`src/rtl/wdg_pkg.sv`:
```
package wdg_pkg;

   localparam int REG_W      = 64;
   localparam int F_MODE_LO  = 0;
   localparam int F_STAGE_LO = 2;
   localparam int F_LEN_LO   = 4;
   localparam int F_CNT_LO   = 20;
   localparam int F_CNT_MAXW = 24;
   localparam int B_DSTOP    = 44;
   localparam int B_GSTOP    = 45;

   typedef enum logic [1:0] {
      STG_ARMED  = 2'd0,
      STG_FIRST  = 2'd1,
      STG_SECOND = 2'd2,
      STG_RESET  = 2'd3
   } wdg_stage_e;

endpackage

```
`src/rtl/wdg_prescale.sv`:
```
module wdg_prescale #(
   parameter int PRE_LOG2 = 10
) (
   input  logic clk,
   input  logic rst_n,
   input  logic clr,
   input  logic run,
   output logic tick
);

   generate
      if (PRE_LOG2 == 0) begin : g_direct
         assign tick = run;
      end else begin : g_div
         logic [PRE_LOG2-1:0] div_q;

         always_ff @(posedge clk or negedge rst_n) begin
            if (!rst_n)
               div_q <= '0;
            else if (clr)
               div_q <= '0;
            else if (run)
               div_q <= div_q + PRE_LOG2'(1);
         end

         assign tick = run && (&div_q);
      end
   endgenerate

endmodule

```
`src/rtl/wdg_countdown.sv`:
```
module wdg_countdown #(
   parameter int CNT_W = 24
) (
   input  logic             clk,
   input  logic             rst_n,
   input  logic             load,
   input  logic [CNT_W-1:0] load_val,
   input  logic             tick,
   output logic [CNT_W-1:0] count,
   output logic             expire
);

   assign expire = tick && (count == '0);

   always_ff @(posedge clk or negedge rst_n) begin
      if (!rst_n)
         count <= '0;
      else if (load)
         count <= load_val;
      else if (tick) begin
         if (count == '0)
            count <= load_val;
         else
            count <= count - CNT_W'(1);
      end
   end

endmodule

```
`src/rtl/wdg_stage_ctl.sv`:
```
module wdg_stage_ctl
   import wdg_pkg::*;
(
   input  logic       clk,
   input  logic       rst_n,
   input  logic       cfg_wr,
   input  logic       poke,
   input  logic       expire,
   input  logic [1:0] limit,
   output wdg_stage_e stage,
   output logic       at_limit,
   output logic       irq1,
   output logic       irq2,
   output logic       rst_req
);

   logic advance;

   assign at_limit = (stage >= limit);
   assign advance  = expire && !at_limit && !cfg_wr && !poke;

   always_ff @(posedge clk or negedge rst_n) begin
      if (!rst_n) begin
         stage   <= STG_ARMED;
         irq1    <= 1'b0;
         irq2    <= 1'b0;
         rst_req <= 1'b0;
      end else begin
         irq1 <= advance && (stage == STG_ARMED);
         irq2 <= advance && (stage == STG_FIRST);
         if (cfg_wr || poke)
            stage <= STG_ARMED;
         else if (advance)
            stage <= wdg_stage_e'(stage + 2'd1);
         if (cfg_wr)
            rst_req <= 1'b0;
         else if (advance && (stage == STG_SECOND))
            rst_req <= 1'b1;
      end
   end

endmodule

```
`src/rtl/wdg_tristage.sv`:
```
module wdg_tristage
   import wdg_pkg::*;
#(
   parameter int PRE_LOG2 = 10,
   parameter int LEN_W    = 16,
   parameter int LOW_W    = 8
) (
   input  logic              clk,
   input  logic              rst_n,
   input  logic              cfg_we,
   input  logic [REG_W-1:0]  cfg_wdata,
   output logic [REG_W-1:0]  cfg_rdata,
   input  logic              poke_we,
   input  logic              dbg_halt,
   input  logic              glb_halt,
   output logic              irq_stage1,
   output logic              irq_stage2,
   output logic              rst_req
);

   localparam int CNT_W = LEN_W + LOW_W;

   generate
      if (LEN_W < 1 || LEN_W > 16) begin : g_bad_len
         $error("wdg_tristage: LEN_W must be 1..16");
      end
      if (CNT_W > F_CNT_MAXW) begin : g_bad_cnt
         $error("wdg_tristage: LEN_W + LOW_W must not exceed 24");
      end
      if (PRE_LOG2 < 0 || PRE_LOG2 > 24) begin : g_bad_pre
         $error("wdg_tristage: PRE_LOG2 must be 0..24");
      end
   endgenerate

   logic [1:0]       mode_q;
   logic [LEN_W-1:0] len_q;
   logic             dstop_q;
   logic             gstop_q;
   logic             wr_unused;

   assign wr_unused = ^cfg_wdata;

   always_ff @(posedge clk or negedge rst_n) begin
      if (!rst_n) begin
         mode_q  <= '0;
         len_q   <= '0;
         dstop_q <= 1'b0;
         gstop_q <= 1'b0;
      end else if (cfg_we) begin
         mode_q  <= cfg_wdata[F_MODE_LO +: 2];
         len_q   <= cfg_wdata[F_LEN_LO +: LEN_W];
         dstop_q <= cfg_wdata[B_DSTOP];
         gstop_q <= cfg_wdata[B_GSTOP];
      end
   end

   logic [LEN_W-1:0] len_src;
   logic [CNT_W-1:0] reload_val;

   assign len_src = cfg_we ? cfg_wdata[F_LEN_LO +: LEN_W] : len_q;

   generate
      if (LOW_W == 0) begin : g_reload_plain
         assign reload_val = len_src;
      end else begin : g_reload_shift
         assign reload_val = {len_src, {LOW_W{1'b0}}};
      end
   endgenerate

   wdg_stage_e       stage;
   logic             at_limit;
   logic             halted;
   logic             run;
   logic             restart;
   logic             tick;
   logic             expire;
   logic [CNT_W-1:0] count;

   assign halted  = (dstop_q && dbg_halt) || (gstop_q && glb_halt);
   assign run     = !at_limit && !halted;
   assign restart = cfg_we || poke_we;

   wdg_prescale #(
      .PRE_LOG2 (PRE_LOG2)
   ) u_pre (
      .clk   (clk),
      .rst_n (rst_n),
      .clr   (restart),
      .run   (run),
      .tick  (tick)
   );

   wdg_countdown #(
      .CNT_W (CNT_W)
   ) u_cnt (
      .clk      (clk),
      .rst_n    (rst_n),
      .load     (restart),
      .load_val (reload_val),
      .tick     (tick),
      .count    (count),
      .expire   (expire)
   );

   wdg_stage_ctl u_stg (
      .clk      (clk),
      .rst_n    (rst_n),
      .cfg_wr   (cfg_we),
      .poke     (poke_we),
      .expire   (expire),
      .limit    (mode_q),
      .stage    (stage),
      .at_limit (at_limit),
      .irq1     (irq_stage1),
      .irq2     (irq_stage2),
      .rst_req  (rst_req)
   );

   always_comb begin
      cfg_rdata                       = '0;
      cfg_rdata[F_MODE_LO +: 2]       = mode_q;
      cfg_rdata[F_STAGE_LO +: 2]      = stage;
      cfg_rdata[F_LEN_LO +: LEN_W]    = len_q;
      cfg_rdata[F_CNT_LO +: CNT_W]    = count;
      cfg_rdata[B_DSTOP]              = dstop_q;
      cfg_rdata[B_GSTOP]              = gstop_q;
   end

endmodule

```
`config.mk`:
```
export PLATFORM = sky130hd
export DESIGN_NAME = wdg_tristage
export DESIGN_NICKNAME = d
export VERILOG_FILES = /design/src/rtl/wdg_pkg.sv /design/src/rtl/wdg_prescale.sv /design/src/rtl/wdg_countdown.sv /design/src/rtl/wdg_stage_ctl.sv /design/src/rtl/wdg_tristage.sv
export SDC_FILE = /design/constraint.sdc
export NUM_CORES = 1
export LEC_CHECK = 0
export ABC_AREA = 1
export BUFFER_PORTS_ARGS = -buffer_cell sky130_fd_sc_hd__buf_2
export CORE_ASPECT_RATIO = 1.2
export CORE_MARGIN = 2
export CORE_UTILIZATION = 50
export CTS_CLUSTER_SIZE = 28
export DETAILED_ROUTE_END_ITERATION = 16
export PLACE_DENSITY = 0.81
export RECOVER_POWER = 50
export REMOVE_ABC_BUFFERS = 1
export SLEW_MARGIN = 20
export SYNTH_ARGS = -nofsm -noshare
export SYNTH_HDL_FRONTEND = slang
export SYNTH_SLANG_ARGS = --single-unit
```
`constraint.sdc`:
```
create_clock -name clk -period 2.3 [get_ports clk]
set_clock_uncertainty 0.1 [all_clocks]
set_input_delay 0.345 -clock clk [delete_from_list [all_inputs] [get_ports clk]]
set_output_delay 0.345 -clock clk [all_outputs]
set_load 0.05 [all_outputs]
```
---- Word-level counts from Yosys, hierarchy flattened ----
Cells that the tools add are included.
word-level totals
  output and inout bits ................... 67
  word-level logic and storage cells ...... 50
  input bits .............................. 70
  flip-flop bits (word level) ............. 59
operators by class
  reduce and logical (&&, ||, !) cells .... 24
  eq/ne operators ......................... 2
  multiplexer cells ....................... 10
  add/subtract/negate cells ............... 3
  order comparisons ....................... 1
operators by type and width
  cell                   count
  $mux 24                3
  $logic_not 24->1       1
  $sub 24x1->24 const B  1
  $mux 10                2
  $mux 16                1
  $logic_and 1x1->1      11
  $add 10x1->10 const B  1
  $reduce_and 10->1      1
  $reduce_bool 2->1      4
  $logic_not 1->1        4
  $mux 2                 2
  $add 2x1->2 const B    1
  $eq 2x1->1 const B     1
  $eq 2x2->1 const B     1
  $ge 2x2->1             1
  $logic_not 2->1        1
  $logic_or 1x1->1       2
  $mux 1                 2

---- Longest topological paths before layout ----
  depth after elaboration ................. 12
  gate-level depth with buffers ........... 13
  gate-level depth less buffers ........... 12

---- By module ----
From an unflattened synthesis, not the netlist that was laid out.
second synthesis, totals
  cells, all modules ...................... 571
  area, all modules ....................... 3,846.2 um2
modules (own cells, without submodules)
  module         cells each  instances  seq. area each (um2)  area an instance (um2)
  wdg_countdown  341         1          600.6                 2,005.7
  wdg_tristage   113         1          500.5                 949.7
  wdg_prescale   78          1          250.2                 558.0
  wdg_stage_ctl  39          1          125.1                 332.8

---- Least setup slack after synthesis ----
OpenSTA, ideal clock, no wires.
  kind .................................... register to register
  start ................................... register u_stg.stage[0]
  end ..................................... register u_stg.stage[1]
  library setup time ...................... 119 ps
  clock period less this slack ............ 2,172 ps
  buffers on the path ..................... 1
  required time ........................... 2,081 ps
  setup slack ............................. 128 ps
  data arrival time ....................... 1,952 ps
  stages on the path, launching flop included .. 14
  cells stage by stage .................... dfrtp_1 -> inv_1 -> ha_1 -> inv_1 -> nand2_1 -> nand2_1 -> inv_1 -> nor2_4 -> nand2_4 -> nand2_8 -> nand2_4 -> buf_6 -> nand2_2 -> o21ai_2
on the way
  longest elaborated chain between the ends .. 9
  elaborated cells between the ends (all ways) .. 12
  classes of those cells .................. 1 x add/sub; 1 x order compare; 2 x mux; 8 x reduce/logical
ends and longest elaborated chain
  what                                RTL line                                 source
  start: declaration                  wdg_stage_ctl.sv:10                      output wdg_stage_e stage,
  start signal: assignment            wdg_stage_ctl.sv:34                      stage <= wdg_stage_e'(stage + 2'd1);
  $ge 2x2->1                          wdg_stage_ctl.sv:19                      assign at_limit = (stage >= limit);
  $logic_not 1->1                     wdg_stage_ctl.sv:20, wdg_tristage.sv:80
  $logic_and 1x1->1                   wdg_tristage.sv:80                       assign run = !at_limit && !halted;
  $logic_and 1x1->1                   wdg_prescale.sv:26                       assign tick = run && (&div_q);
  $logic_and 1x1->1                   wdg_countdown.sv:13                      assign expire = tick && (count == '0);
  $logic_and 1x1->1 (3 in a row)      wdg_stage_ctl.sv:20                      assign advance = expire && !at_limit && !cfg_wr && !poke;
  $reduce_bool 2->1 (no source line)  --
Parallel ways exist; a longest one is shown, timed or not. The select of a mux whose other input is x is not followed.
A chain may end at the register's enable or synchronous reset.

---- Final worst setup path ----
  start ................................... register u_stg.stage[0]
  end ..................................... register u_cnt.count[4]
on the way
  longest elaborated chain between the ends .. 5
ends and longest elaborated chain
  what                                RTL line             source
  $ge 2x2->1                          wdg_stage_ctl.sv:19
  $logic_not 1->1                     wdg_tristage.sv:80
  $logic_and 1x1->1                   wdg_tristage.sv:80
  $logic_and 1x1->1                   wdg_prescale.sv:26
  $reduce_bool 2->1 (no source line)  --
  end signal: assignment              wdg_countdown.sv:19  count <= load_val;
  end signal: assignment              wdg_countdown.sv:22  count <= load_val;
  end signal: assignment              wdg_countdown.sv:24  count <= count - CNT_W'(1);
  end: declaration                    wdg_countdown.sv:9   output logic [CNT_W-1:0] count,
Every way passes these cells.

==> flow_summary.yaml <==
outcome:
  status: "completed"
placed_design:
  dpl_cell_area_mm2: 0.004056
  hpwl_um: 6663
  gp_congestion: 0.9095
  portBuffers: 74
  dp_cells: 660
  pre_cts_ws_ps: 33.12
logic_synthesis:
  synth_warnings: 0
  netlist_area_mm2: 0.003675
  synth.distinct_cells: 33
  syn_avg_cell_area_um2: 7.306
  ys_ff_latch: 59
  yosysSeqAreaShare_pct: 40.18
  syn_inst: 503
floorplan:
  die_height_um: 97.91
  io_pins: 137
  num_rows: 34
  initial_core_util_pct: 51.11
  core_mm2: 0.007189
  die_x_um: 82.26
  dieArea_mm2: 0.008054
critical_path:
  cp_max_fo: 28
  worst-path-buf-inv: 4
  crit_end: "u_cnt.count[4]"
  required_ps: 2430
  reg2regPathDepth: 13
  critPathMaxStageDelay_ps: 390
  reg2reg_to: "u_cnt.count[4]"
  endpoint_kind: "register"
  critical_path.startpoint: "u_stg.stage[0]"
  critPathKind: "reg -> reg"
  r2r_start: "u_stg.stage[0]"
  slowest_stage: "dfrtp_1"
  critPathLaunchType: "register"
  r2r_slack_ps: 230
  path_cells: "inv_1, ha_1, inv_1, nand2_1, nand2_1, inv_1, nor2_4, buf_4, nand2_4, nand2_8, nand2_8, nand2_1, nor2_1"
  path_depth: 13
  cp.arrival_ps: 2200
  cp_top_family: "simple AND/OR/NAND/NOR gates"
pwr:
  vdd_drop_max_v: 0.0004783
  power_density_mw_per_mm2: 750.5
  p_leak_nw: 2.145
  total_power_mw: 3.188
sta:
  tns_ps: 0
  setup_violations: 0
  drv_slew: 0
  fin_crit_ps: 2073
  rsz0062_at_grt: "no"
  setup_slack_ps: 227.4
  slew_headroom_pct: 28.55
  worst_slew_pin_slew_ps: 1072
  timing.final.crit_share_pct: 90.11
  final_hold_viol_count: 0
  fmax_ghz: 0.4825
global_route:
  grt_overflow: 0
  grt_max_degree: 29
  grt_pass1_wl_um: 14700
  grt_use_total_pct: 23.70
  antenna_found_initial: 0
  first_global_vias: 3268
routing:
  vias: 3431
  ant_nets: 0
  drt_iter0_markers: 131
  wirelength_um: 8831
  avgRoutedWirePerCell_um: 13.06
  via_per_inst: 5.075
  drc: 0
  drt_pass1_iterations: 4
clocking:
  root_buffer: "clkbuf_8"
  htreeDepth: 3
  clockBufferDepth: 2
  cts_made_buffers: 9
  cts_setup_buffers: 0
  cts.reportedPaths.clkPinSlew_ps: 60
  cts_tree: "yes"
  clock_latency_ps: 350
  numClockSinks: 59
layout:
  drive_gt1_share_pct: 21.16
  seq_area_mm2: 0.001476
  diodes: 0
  layout-area-overhead-vs-synth_pct: 15.59
  stdcell_count: 676
  fin_nets: 660
  fillers: 690
  design_area_mm2: 0.004248
  multi_input_area_mm2: 0.001831
hold_path:
  hold_class: "in -> reg"
flow_run:
  cap_violations: 0
## cell families (layout without fill, tap and decap cells)
group                    count (synthesis)  in the layout  synth area share, %
adder cells (fa/ha/maj)                  8              8                2.724
XOR/XNOR                                 4              4               0.9533
AO/OA/AOI/OAI                           51             51                7.491
AND/OR/NAND/NOR                        293            293                36.36
other                                    1             18               0.1020
buffers and inverters                   87            153                12.19
flip-flops                              59             59                40.18
## state kept, by name (all words and copies together) (netlist names)
| register | flops |
|---|---|
| mode_q | 2 |
| u_stg.irq1 | 1 |
| gstop_q | 1 |
| len_q | 16 |
| u_pre.g_div.div_q | 10 |
| dstop_q | 1 |
| u_cnt.count | 24 |
| u_stg.irq2 | 1 |
| u_stg.rst_req | 1 |
| u_stg.stage | 2 |
## worst reg2reg max path: cells and delay by family (launching register included)
family	cells	cell delay, ps
adders and majority gates	1	280
buffers and inverters	4	380
DFF	1	390
and+or+nand+nor	8	830
## layout make-up
| cell class | instances | share of cell area, % |
|---|---|---|
| tap | 90 | 2.651 |
| timing repair buffer | 84 | 10.52 |
| sequential | 59 | 34.76 |
| clock buffer | 13 | 3.976 |
| clock inverter | 2 | 0.2356 |
| inverter | 54 | 4.772 |
| multi-input combinational | 374 | 43.09 |
## Yosys cell counts, drive strengths merged
master / number / area, µm²
a211oi: 1 / 7.510
a21oi: 17 / 88.84
buf: 30 / 234.0
clkbuf: 3 / 11.26
conb: 1 / 3.750
dfrtp: 59 / 1476
ha: 8 / 100.1
inv: 54 / 202.7
nand2: 149 / 600.6
nand3: 45 / 235.2
nand3b: 2 / 15.01
nand4: 8 / 50.05
nor2: 69 / 314.1
nor3: 5 / 25.02
nor3b: 2 / 15.01
o21ai: 30 / 157.7
o21bai: 2 / 15.01
o22ai: 1 / 6.260
or2: 13 / 81.33
xnor2: 4 / 35.03
## metrics by stage
| step | utilization [%] | hold slack [ps] |
|---|---|---|
| 6_report | 59.08 | 94.92 |
| 5_1_grt | 59.08 | 92.44 |
| 4_1_cts | 59.05 | 84.67 |
| 3_5_place_dp | 56.42 | 213.4 |
| 3_3_place_gp | 56.42 | 210.5 |
| 2_1_floorplan | - | -50.59 |
## worst min path at each step
stage	slack (ps)	cells after the start	end	start
floorplan	-50	0	dstop_q	rst_n
global placement	210	1	gstop_q	rst_n
detailed placement	210	1	dstop_q	rst_n
CTS	80	3	mode_q[0]	cfg_wdata[0]
global route	90	3	mode_q[0]	cfg_wdata[0]
finish	90	3	mode_q[0]	cfg_wdata[0]
## layout by cell type (no fill, tap or decap), types with 6 or more instances in the layout
cell,n
nand2_1,144
inv_1,52
ha_1,8
clkbuf_1,8
clkbuf_8,12
buf_4,6
dfrtp_1,59
nand4_1,8
o21ai_0,24
a21oi_1,16
nor2_2,7
nand3_1,43
buf_2,68
nor2_1,57
conb_1,18
or2_2,10
## layer usage
metal | track usage (%) | vias to the layer above | part of all wire (%)
met5 | 0 | - | 0
met4 | 9.103 | 0 | 2.0
met3 | 5.360 | 16 | 4.7
met2 | 40.14 | 82 | 51
met1 | 28.64 | 1621 | 42
li1 | - | 1712 | -
## power breakdown
group | internal, mW | switching (mW) | leakage (nW)
Sequential | 1.13 | 0.117 | 0.732
Clock | 0.470 | 0.403 | 0.0953
Combinational | 0.259 | 0.805 | 1.32
## what timing repair did
item | 4_1_cts | 5_1_grt
hold buffers | 1 | 0
setup endpoints to repair | 0 | 14
resized for setup | 0 | 2
endpoints found under the hold margin | 16 | 0
Note: power is estimated with default switching activity, not from simulation.
